## src/rtl/wdt_guard_pkg.sv

```systemverilog
package wdt_guard_pkg;

    localparam int CTRL_W = 8;

    typedef enum logic [1:0] {
        ST_OFF  = 2'd0,
        ST_RUN  = 2'd1,
        ST_BITE = 2'd2
    } wdt_state_e;

endpackage

```

## src/rtl/wdt_toe_window.sv

```systemverilog
module wdt_toe_window #(
    parameter int HOLD = 4
) (
    input  logic clk,
    input  logic rst_n,
    input  logic load,
    input  logic load_val,
    output logic toe_o
);
    localparam int HOLD_W = $clog2(HOLD + 1);
    localparam logic [HOLD_W-1:0] HOLD_INIT = HOLD_W'(HOLD - 1);

    logic [HOLD_W-1:0] hold_q;
    logic              toe_q;

    always_ff @(posedge clk or negedge rst_n) begin
        if (!rst_n) begin
            toe_q  <= 1'b0;
            hold_q <= '0;
        end else if (load) begin
            toe_q  <= load_val;
            hold_q <= load_val ? HOLD_INIT : '0;
        end else if (toe_q) begin
            if (hold_q != '0) begin
                hold_q <= hold_q - 1'b1;
            end else begin
                toe_q <= 1'b0;
            end
        end
    end

    assign toe_o = toe_q;

    AST_TOE_EXPIRES: assert property (@(posedge clk) disable iff (!rst_n)
        (toe_q && hold_q == '0 && !load) |=> !toe_q);

endmodule

```

## src/rtl/wdt_tick_counter.sv

```systemverilog
module wdt_tick_counter #(
    parameter int BASE_LOG2 = 14,
    parameter int SEL_W     = 3
) (
    input  logic             clk,
    input  logic             rst_n,
    input  logic             run,
    input  logic             clr,
    input  logic [SEL_W-1:0] sel,
    output logic             term
);
    localparam int MAXSH = (1 << SEL_W) - 1;
    localparam int CNT_W = BASE_LOG2 + MAXSH;
    localparam logic [CNT_W-1:0] ALL_ONES = {CNT_W{1'b1}};

    logic [CNT_W-1:0] cnt_q;
    logic [CNT_W-1:0] limit;

    always_comb begin
        limit = ALL_ONES >> (SEL_W'(MAXSH) - sel);
    end

    always_ff @(posedge clk or negedge rst_n) begin
        if (!rst_n) begin
            cnt_q <= '0;
        end else if (clr || !run) begin
            cnt_q <= '0;
        end else begin
            cnt_q <= cnt_q + 1'b1;
        end
    end

    assign term = run && (cnt_q == limit);

    AST_CLEARED_NO_TERM: assert property (@(posedge clk) disable iff (!rst_n)
        clr |=> !term);

endmodule

```

## src/rtl/wdt_ctrl_fsm.sv

```systemverilog
module wdt_ctrl_fsm
    import wdt_guard_pkg::*;
(
    input  logic clk,
    input  logic rst_n,
    input  logic en_set,
    input  logic dis_ok,
    input  logic restart,
    input  logic term,
    output logic running,
    output logic fire,
    output logic stop,
    output logic req
);
    wdt_state_e state_q, state_d;

    always_ff @(posedge clk or negedge rst_n) begin
        if (!rst_n) begin
            state_q <= ST_OFF;
        end else begin
            state_q <= state_d;
        end
    end

    always_comb begin
        state_d = state_q;
        unique case (state_q)
            ST_OFF: begin
                if (en_set) state_d = ST_RUN;
            end
            ST_RUN: begin
                if (dis_ok)                 state_d = ST_OFF;
                else if (term && !restart)  state_d = ST_BITE;
            end
            ST_BITE: begin
                state_d = dis_ok ? ST_OFF : ST_RUN;
            end
            default: state_d = ST_OFF;
        endcase
    end

    always_comb begin
        running = (state_q != ST_OFF);
        req     = (state_q == ST_BITE);
        fire    = (state_q == ST_RUN) && (state_d == ST_BITE);
        stop    = (state_d == ST_OFF);
    end

    AST_REQ_SINGLE: assert property (@(posedge clk) disable iff (!rst_n)
        req |=> !req);

endmodule

```

## src/rtl/wdt_guard.sv

```systemverilog
module wdt_guard
    import wdt_guard_pkg::*;
#(
    parameter int BASE_LOG2 = 14,
    parameter int SEL_W     = 3,
    parameter int TOE_HOLD  = 4
) (
    input  logic              clk,
    input  logic              por_n,
    input  logic              ctrl_we,
    input  logic [CTRL_W-1:0] ctrl_wdata,
    output logic [CTRL_W-1:0] ctrl_rdata,
    input  logic              kick,
    input  logic              flag_we,
    input  logic              flag_wdata,
    output logic              wdt_reset_req,
    output logic              wdt_flag
);
    localparam int EN_POS  = SEL_W;
    localparam int TOE_POS = SEL_W + 1;

    logic [SEL_W-1:0] sel_q;
    logic             sel_chg, en_set, dis_ok, restart;
    logic             term, running, fire, stop, req;
    logic             toe;
    logic             flag_q;

    always_comb begin
        en_set  = ctrl_we && ctrl_wdata[EN_POS];
        dis_ok  = ctrl_we && !ctrl_wdata[EN_POS] && ctrl_wdata[TOE_POS];
        sel_chg = ctrl_we && (ctrl_wdata[SEL_W-1:0] != sel_q);
        restart = kick || sel_chg;
    end

    always_ff @(posedge clk or negedge por_n) begin
        if (!por_n) begin
            sel_q <= '0;
        end else if (ctrl_we) begin
            sel_q <= ctrl_wdata[SEL_W-1:0];
        end
    end

    wdt_toe_window #(.HOLD(TOE_HOLD)) toe_i (
        .clk      (clk),
        .rst_n    (por_n),
        .load     (ctrl_we),
        .load_val (ctrl_wdata[TOE_POS]),
        .toe_o    (toe)
    );

    wdt_tick_counter #(.BASE_LOG2(BASE_LOG2), .SEL_W(SEL_W)) cnt_i (
        .clk   (clk),
        .rst_n (por_n),
        .run   (running),
        .clr   (restart || fire || stop),
        .sel   (sel_q),
        .term  (term)
    );

    wdt_ctrl_fsm fsm_i (
        .clk     (clk),
        .rst_n   (por_n),
        .en_set  (en_set),
        .dis_ok  (dis_ok),
        .restart (restart),
        .term    (term),
        .running (running),
        .fire    (fire),
        .stop    (stop),
        .req     (req)
    );

    always_ff @(posedge clk or negedge por_n) begin
        if (!por_n) begin
            flag_q <= 1'b0;
        end else if (fire) begin
            flag_q <= 1'b1;
        end else if (flag_we && !flag_wdata) begin
            flag_q <= 1'b0;
        end
    end

    always_comb begin
        ctrl_rdata              = '0;
        ctrl_rdata[SEL_W-1:0]   = sel_q;
        ctrl_rdata[EN_POS]      = running;
        ctrl_rdata[TOE_POS]     = toe;
    end

    assign wdt_reset_req = req;
    assign wdt_flag      = flag_q;

    AST_FLAG_WITH_REQ: assert property (@(posedge clk) disable iff (!por_n)
        wdt_reset_req |-> wdt_flag);

    AST_GUARD_HOLDS: assert property (@(posedge clk) disable iff (!por_n)
        (ctrl_rdata[EN_POS] && ctrl_we && !ctrl_wdata[EN_POS] && !ctrl_wdata[TOE_POS])
        |=> ctrl_rdata[EN_POS]);

    AST_KICK_NO_BITE: assert property (@(posedge clk) disable iff (!por_n)
        kick |=> !wdt_reset_req);

    AST_OFF_SILENT: assert property (@(posedge clk) disable iff (!por_n)
        (!ctrl_rdata[EN_POS] && !(ctrl_we && ctrl_wdata[EN_POS])) |=> !wdt_reset_req);

endmodule

```

## config.mk

```make
export PLATFORM = sky130hd
export DESIGN_NAME = wdt_guard
export DESIGN_NICKNAME = d
export VERILOG_FILES = /design/src/rtl/wdt_guard_pkg.sv /design/src/rtl/wdt_toe_window.sv /design/src/rtl/wdt_tick_counter.sv /design/src/rtl/wdt_ctrl_fsm.sv /design/src/rtl/wdt_guard.sv
export SDC_FILE = /design/constraint.sdc
export NUM_CORES = 1
export LEC_CHECK = 0
export ABC_CLOCK_PERIOD_IN_PS = 2110
export CELL_PAD_IN_SITES_DETAIL_PLACEMENT = 0
export CELL_PAD_IN_SITES_GLOBAL_PLACEMENT = 1
export CORE_ASPECT_RATIO = 1.4
export CORE_UTILIZATION = 43
export DETAILED_ROUTE_END_ITERATION = 8
export DONT_BUFFER_PORTS = 1
export HOLD_SLACK_MARGIN = 0.1
export PLACE_DENSITY = 0.78
export SYNTH_ARGS = -nofsm -noshare
export SYNTH_HDL_FRONTEND = slang
export SYNTH_SLANG_ARGS = --single-unit
```

## constraint.sdc

```tcl
create_clock -name clk -period 2.11 [get_ports clk]
set_clock_uncertainty 0.1 [all_clocks]
set_input_delay 0.3165 -clock clk [delete_from_list [all_inputs] [get_ports clk]]
set_output_delay 0.3165 -clock clk [all_outputs]
set_load 0.01 [all_outputs]
```

* After elaboration in Yosys (flattened, before gate mapping)
Cells that the tools add are included.
** Cells by class
- Bitwise operators :: 0
- Shift operators :: 1
- Reduce and logical (&&, ||, !) cells :: 24
- Add/subtract/negate cells :: 3
- Multipliers :: 0
- Eq/ne operators :: 5
- Divide/modulo/power cells :: 0
- Muxes and demuxes :: 15
- Order comparisons :: 0
** Operators by type and width (count)
- adder 21 x 1 -> 21 bit, second input constant :: 1
- == test 21 bit :: 1
- 2-to-1 mux 21 bit :: 1
- >> shifter 21 x 3 -> 21 bit, first input constant :: 1
- 2-to-1 mux 3 bit :: 3
- logical AND 1 bit :: 8
- 2-to-1 mux 2 bit :: 4
- nonzero test 2 bit :: 4
- 2-to-1 mux 1 bit :: 6
- one-hot mux 2 bit (3 select lines) :: 1
- == test 2 bit, second input constant :: 2
- zero test 1 bit :: 4
- zero test 2 bit :: 2
- logical OR 1 bit :: 4
- != test 3 bit :: 1
- nonzero test 3 bit :: 1
- subtractor 3 x 1 -> 3 bit, second input constant :: 1
- subtractor 3 bit, first input constant :: 1
- == test 2 x 1 -> 1 bit, second input constant :: 1
- AND reduction 2 bit :: 1
** Storage, ports and cells
- Word-level logic and storage cells :: 54
- Bits in writable memories :: 0
- Memory bits (read-only) :: 0
- Memories kept :: 0
- Flip-flop bits (word level) :: 31
- Latch bits :: 0
- Output and inout bits :: 10

* Longest topological paths before layout
- Word-level depth :: 14
- Depth in mapped cells :: 8
- Gate-level depth less buffers :: 7

* By module
From an unflattened synthesis, not the netlist that was laid out.
** Second synthesis, totals
- Cell total of the unflattened synthesis :: 183
- Area, all modules :: 1735.4 um2
** By module, submodules not included
- wdt_tick_counter :: times used 1, area each 1129.8 um2, sequential area each 525.5 um2, cells an instance 122
- wdt_guard :: times used 1, area each 257.7 um2, sequential area each 100.1 um2, cells an instance 24
- wdt_toe_window :: times used 1, area each 227.7 um2, sequential area each 100.1 um2, cells an instance 23
- wdt_ctrl_fsm :: times used 1, area each 120.1 um2, sequential area each 50.0 um2, cells an instance 14

* Worst setup path before layout
OpenSTA, ideal clock, no wires.
- Kind :: reg-to-reg
- Start point :: register sel_q[2]
- End point :: register cnt_i.cnt_q[11]
- Stages on the path, launching flop included :: 8
- Library setup time :: 120 ps
- Arrival :: 1877 ps
- Setup slack :: 13 ps
- Data required time :: 1890 ps
- Path through :: dfrtp_1 buf_6 nand2b_1 a211oi_1 or4_4 nor4b_4 buf_6 nor3_1
** On the way
- Cells in the longest elaborated chain, start to end :: 14
- Elaborated cells between the ends (all ways) :: 19
- Classes of those cells :: add/sub (1); eq/ne (3); shift (1); mux (4); reduce/logical (10)
** Ends and longest elaborated chain
- from (decl) :: RTL line wdt_guard.sv:22 : logic [SEL_W-1:0] sel_q;
- from (signal assigned) :: RTL line wdt_guard.sv:39 : sel_q <= ctrl_wdata[SEL_W-1:0];
- subtractor 3 bit / != test 3 bit (equally long branches) :: RTL line wdt_tick_counter.sv:20, wdt_guard.sv:31
- >> shifter 21 x 3 -> 21 bit / logical AND 1 bit (equally long branches) :: RTL line wdt_tick_counter.sv:20, wdt_guard.sv:31
- == test 21 bit / logical OR 1 bit (equally long branches) :: RTL line wdt_tick_counter.sv:33, wdt_guard.sv:32
- logical AND 1 bit / zero test 1 bit (equally long branches) :: RTL line wdt_tick_counter.sv:33, wdt_ctrl_fsm.sv:33
- logical AND 1 bit :: RTL line wdt_ctrl_fsm.sv:33 : else if (term && !restart) state_d = ST_BITE;
- 2-to-1 mux 2 bit :: RTL line wdt_ctrl_fsm.sv:33
- 2-to-1 mux 2 bit :: RTL line wdt_ctrl_fsm.sv:32 : if (dis_ok) state_d = ST_OFF;
- one-hot mux 2 bit (3 select lines) :: RTL line wdt_ctrl_fsm.sv:27 : unique case (state_q)
- == test 2 bit :: RTL line wdt_ctrl_fsm.sv:45 : fire = (state_q == ST_RUN) && (state_d == ST_BITE);
- logical AND 1 bit :: RTL line wdt_ctrl_fsm.sv:45
- logical OR 1 bit :: RTL line wdt_guard.sv:55 : .clr (restart || fire || stop),
- logical OR 1 bit (*) :: RTL line wdt_guard.sv:55
- logical OR 1 bit (*) :: RTL line wdt_tick_counter.sv:26 : end else if (clr || !run) begin
- 2-to-1 mux 21 bit (*) :: RTL line wdt_tick_counter.sv:26
- to (signal assigned) :: RTL line wdt_tick_counter.sv:29 : cnt_q <= cnt_q + 1'b1;
- to (decl) :: RTL line wdt_tick_counter.sv:16 : logic [CNT_W-1:0] cnt_q;
Every way passes the cells marked *; elsewhere a longest branch is shown, timed or not.
A chain may end at the register's enable or synchronous reset.

* Final worst setup path
- Start point :: register cnt_i.cnt_q[20]
- End point :: register cnt_i.cnt_q[9]
** On the way
- Cells in the longest elaborated chain, start to end :: 12
- Elaborated cells between the ends (all ways) :: 13
- Classes of those cells :: eq/ne (2); mux (4); reduce/logical (7)
** Ends and longest elaborated chain
- == test 21 bit (*) :: RTL line wdt_tick_counter.sv:33 : assign term = run && (cnt_q == limit);
- logical AND 1 bit (*) :: RTL line wdt_tick_counter.sv:33
- logical AND 1 bit (*) :: RTL line wdt_ctrl_fsm.sv:33
- 2-to-1 mux 2 bit (*) :: RTL line wdt_ctrl_fsm.sv:33
- 2-to-1 mux 2 bit (*) :: RTL line wdt_ctrl_fsm.sv:32
- one-hot mux 2 bit (3 select lines) (*) :: RTL line wdt_ctrl_fsm.sv:27
- == test 2 bit :: RTL line wdt_ctrl_fsm.sv:45
- logical AND 1 bit :: RTL line wdt_ctrl_fsm.sv:45
- logical OR 1 bit :: RTL line wdt_guard.sv:55
- logical OR 1 bit (*) :: RTL line wdt_guard.sv:55
- logical OR 1 bit (*) :: RTL line wdt_tick_counter.sv:26
- 2-to-1 mux 21 bit (*) :: RTL line wdt_tick_counter.sv:26
Marks and branches as above.

==> impl_metrics.json <==
{
  "drv_cap": 0,
  "leakagePower_nw": 0.905,
  "start_util": 0.458,
  "synth_cell_type_count": 42,
  "dieArea_um2": 4520,
  "final_area_um2": 2170,
  "io_pins": 24,
  "fin_cells": 255,
  "yosys-top-cells-area": "dfrtp_1 42%, xor2_1 6.2%, xnor2_1 5.8%, nor3_1 3.8%, nor2_1 3.5%",
  "synth_commonest_cells": "31 x dfrtp_1, 17 x nor2_1, 14 x nor3_1, 13 x xor2_1, 12 x xnor2_1",
  "drtAntennaViolNets": 0,
  "failed_checks": "DRC",
  "grt_pass1_vias": 1436,
  "met3_length_um": 111,
  "antenna_found_initial": 0,
  "wl_met2_um": 1990,
  "wl_per_cell_um": 14.3,
  "drtIter0Drc": 73,
  "period_minus_slack_ns": 2.07,
  "die_w_um": 57.1,
  "clk_path_buf_depth": 2,
  "num_rows": 27,
  "port-buffer-count": 0,
  "clkSinkCount": 31,
  "cts.htree.levels": 2,
  "nNetsFinal": 228,
  "area_growth_pct": 19.0,
  "fin_crit_sh": 0.980,
  "powerDensity_nw_per_um2": 670,
  "yosysMostFrequentCell": "dfrtp_1",
  "wl_met1_um": 1450,
  "ys_ff_latch": 31,
  "setup_viol": 0,
  "irDropWorstVdd_uv": 337,
  "slew_violations": 0,
  "fmax_mhz": 483,
  "slowest_delay_ns": 0.58,
  "path_max_fanout": 7,
  "synth_warnings": 0,
  "gp_routability_congestion": 0.760,
  "core_region_area_um2": 3990,
  "hold_viol": 0,
  "synthesis.area_um2": 1830,
  "ys_seq_area_frac": 0.425,
  "worstPathArrival_ns": 2.13,
  "r2r_slack_ns": 0.04,
  "vias": 1416,
  "grt.total_usage": 0.179,
  "slowest_stage": "or4_4",
  "crit_path_end_kind": "flop",
  "synth_top_flop_cell": "dfrtp_1",
  "syn_inst": 191,
  "postRouteWirelength_um": 3640,
  "tns_ns": 0,
  "fin_util": 0.545,
  "path_cells": "and2b_1 -> a211oi_1 -> or4_4 -> nor4b_4 -> buf_4 -> clkbuf_16 -> nor3_1",
  "grt_start_max_net_pins": 32,
  "clk_latency_ns": 0.29,
  "syn_avg_cell_area_um2": 9.56,
  "dp.cells": 235,
  "place_area_um2": 1890,
  "status": "finished, violations left",
  "yosysTopAreaCell": "dfrtp_1",
  "cp_top_family": "simple AND/OR/NAND/NOR gates",
  "slew_headroom": 0.648,
  "crit_start": "cnt_i.cnt_q[20]",
  "hold_class": "in2reg",
  "r2r_start": "cnt_i.cnt_q[20]",
  "ff2ff_path_depth": 7,
  "p_total_mw": 1.46,
  "timing.rr.end": "cnt_i.cnt_q[9]",
  "routed.top_layer": "met4",
  "dp_hpwl_um": 2540,
  "path_depth": 7,
  "cts_tree": "yes",
  "viasPerCell": 5.55,
  "yosysTopAreaCellShare": 0.425,
  "cts_made_buffers": 5,
  "cp.required_ns": 2.17,
  "critical_path.endpoint": "cnt_i.cnt_q[9]",
  "synth-edff-count": 0,
  "layout-drive-gt1-share": 0.217,
  "grt_pass1_wl_um": 6160,
  "tightest_slew_ns": 0.522,
  "cts_root_buf": "clkbuf_8",
  "firstDrtPassIters": 6,
  "cp-start-kind": "flop",
  "synthArstFlopShare": 1.00,
  "clkTransAtPathRegs_ns": 0.07,
  "drcViolationCount": 7,
  "gr-total-overflow": 0,
  "die_h_um": 79.1,
  "crit_type": "reg2reg",
  "diodes": 0,
  "path_buf_inv": 2
}
-- cells in the final DEF, fill, tap and decap left out, drive strengths merged, types with 3 or more instances in the layout --
| master | n |
|---|---|
| dfrtp | 31 |
| buf | 18 |
| nor2 | 17 |
| nor3 | 14 |
| xor2 | 13 |
| xnor2 | 12 |
| nand2 | 10 |
| inv | 9 |
| nand3 | 9 |
| o21ai | 7 |
| nand4 | 7 |
| dlygate4sd3 | 7 |
| clkbuf | 7 |
| a21oi | 5 |
| nor2b | 4 |
| and4 | 4 |
| mux2 | 4 |
| conb | 3 |
| ha | 3 |
-- what timing repair did --
action	in CTS	in global routing
endpoints found under the hold margin	39	0
setup buffers	0	3
hold buffers	8	0
setup endpoints to repair	5	15
gates resized for setup	1	7
cloned	0	1
pin swaps	0	1
-- layout make-up --
| class | instances | area (um2) |
|---|---|---|
| fillers | 360 | 1810 |
| inverters | 9 | 33.8 |
| well taps | 43 | 53.8 |
| repair buffers | 26 | 255 |
| clock inverters | 2 | 35.0 |
| multi-input cells | 138 | 935 |
| flip-flops and latches | 31 | 778 |
| clock buffers | 6 | 82.6 |
-- tightest hold or removal path: stages --
cell	delay (ns)
a21oi_2	0.03
nand3_1	0.06
nor4_1	0.05
-- report_power, final --
part | internal [mW] | switching [mW]
clock network | 0.382 | 0.217
registers | 0.621 | 0.0266
logic | 0.101 | 0.108
total | 1.10 | 0.352
-- per-stage QoR --
step                hold WS, ns  setup WS [ns]
floorplan               -0.0791         0.0126
global placement        -0.0784         0.0487
detailed placement      -0.0784        0.00162
CTS                       0.138         0.0104
global route              0.141       -0.00150
finish                    0.112         0.0412
-- per-layer routing --
| layer | track usage | up-vias |
|---|---|---|
| met1 | 0.179 | 697 |
| met4 | 0.0829 | 0 |
| li1 | - | 691 |
| met2 | 0.338 | 20 |
| met3 | 0.0472 | 8 |
| met5 | 0 | - |
-- cell families (layout without fill, tap and decap cells) --
kind of cell    after synthesis  in the layout  synth area share
xor+xnor                     25             25             0.120
mux                           4              4            0.0247
simple gates                 79             79             0.240
fa+ha+maj                     3              3            0.0206
buf+inv                      24             43            0.0822
other cells                   1              3           0.00205
compound gates               24             24            0.0856
flops                        31             31             0.425
-- sequential cells by signal, indices dropped and copies added, names as in the netlist --
register       cells
cnt_i.cnt_q       21
fsm_i.state_q      2
sel_q              3
toe_i.hold_q       3
toe_i.toe_o        1
wdt_flag           1
-- worst min-delay path by stage --
stage | to | slack (ns) | start | depth (start not counted)
floorplan | cnt_i.cnt_q[0] | -0.08 | por_n | 0
finish | fsm_i.state_q[1] | 0.11 | kick | 3
CTS | wdt_flag | 0.14 | flag_we | 3
global route | fsm_i.state_q[1] | 0.14 | kick | 3
global placement | toe_i.hold_q[1] | -0.08 | por_n | 0
detailed placement | toe_i.hold_q[0] | -0.08 | por_n | 0
(Power assumes the default switching activity.)
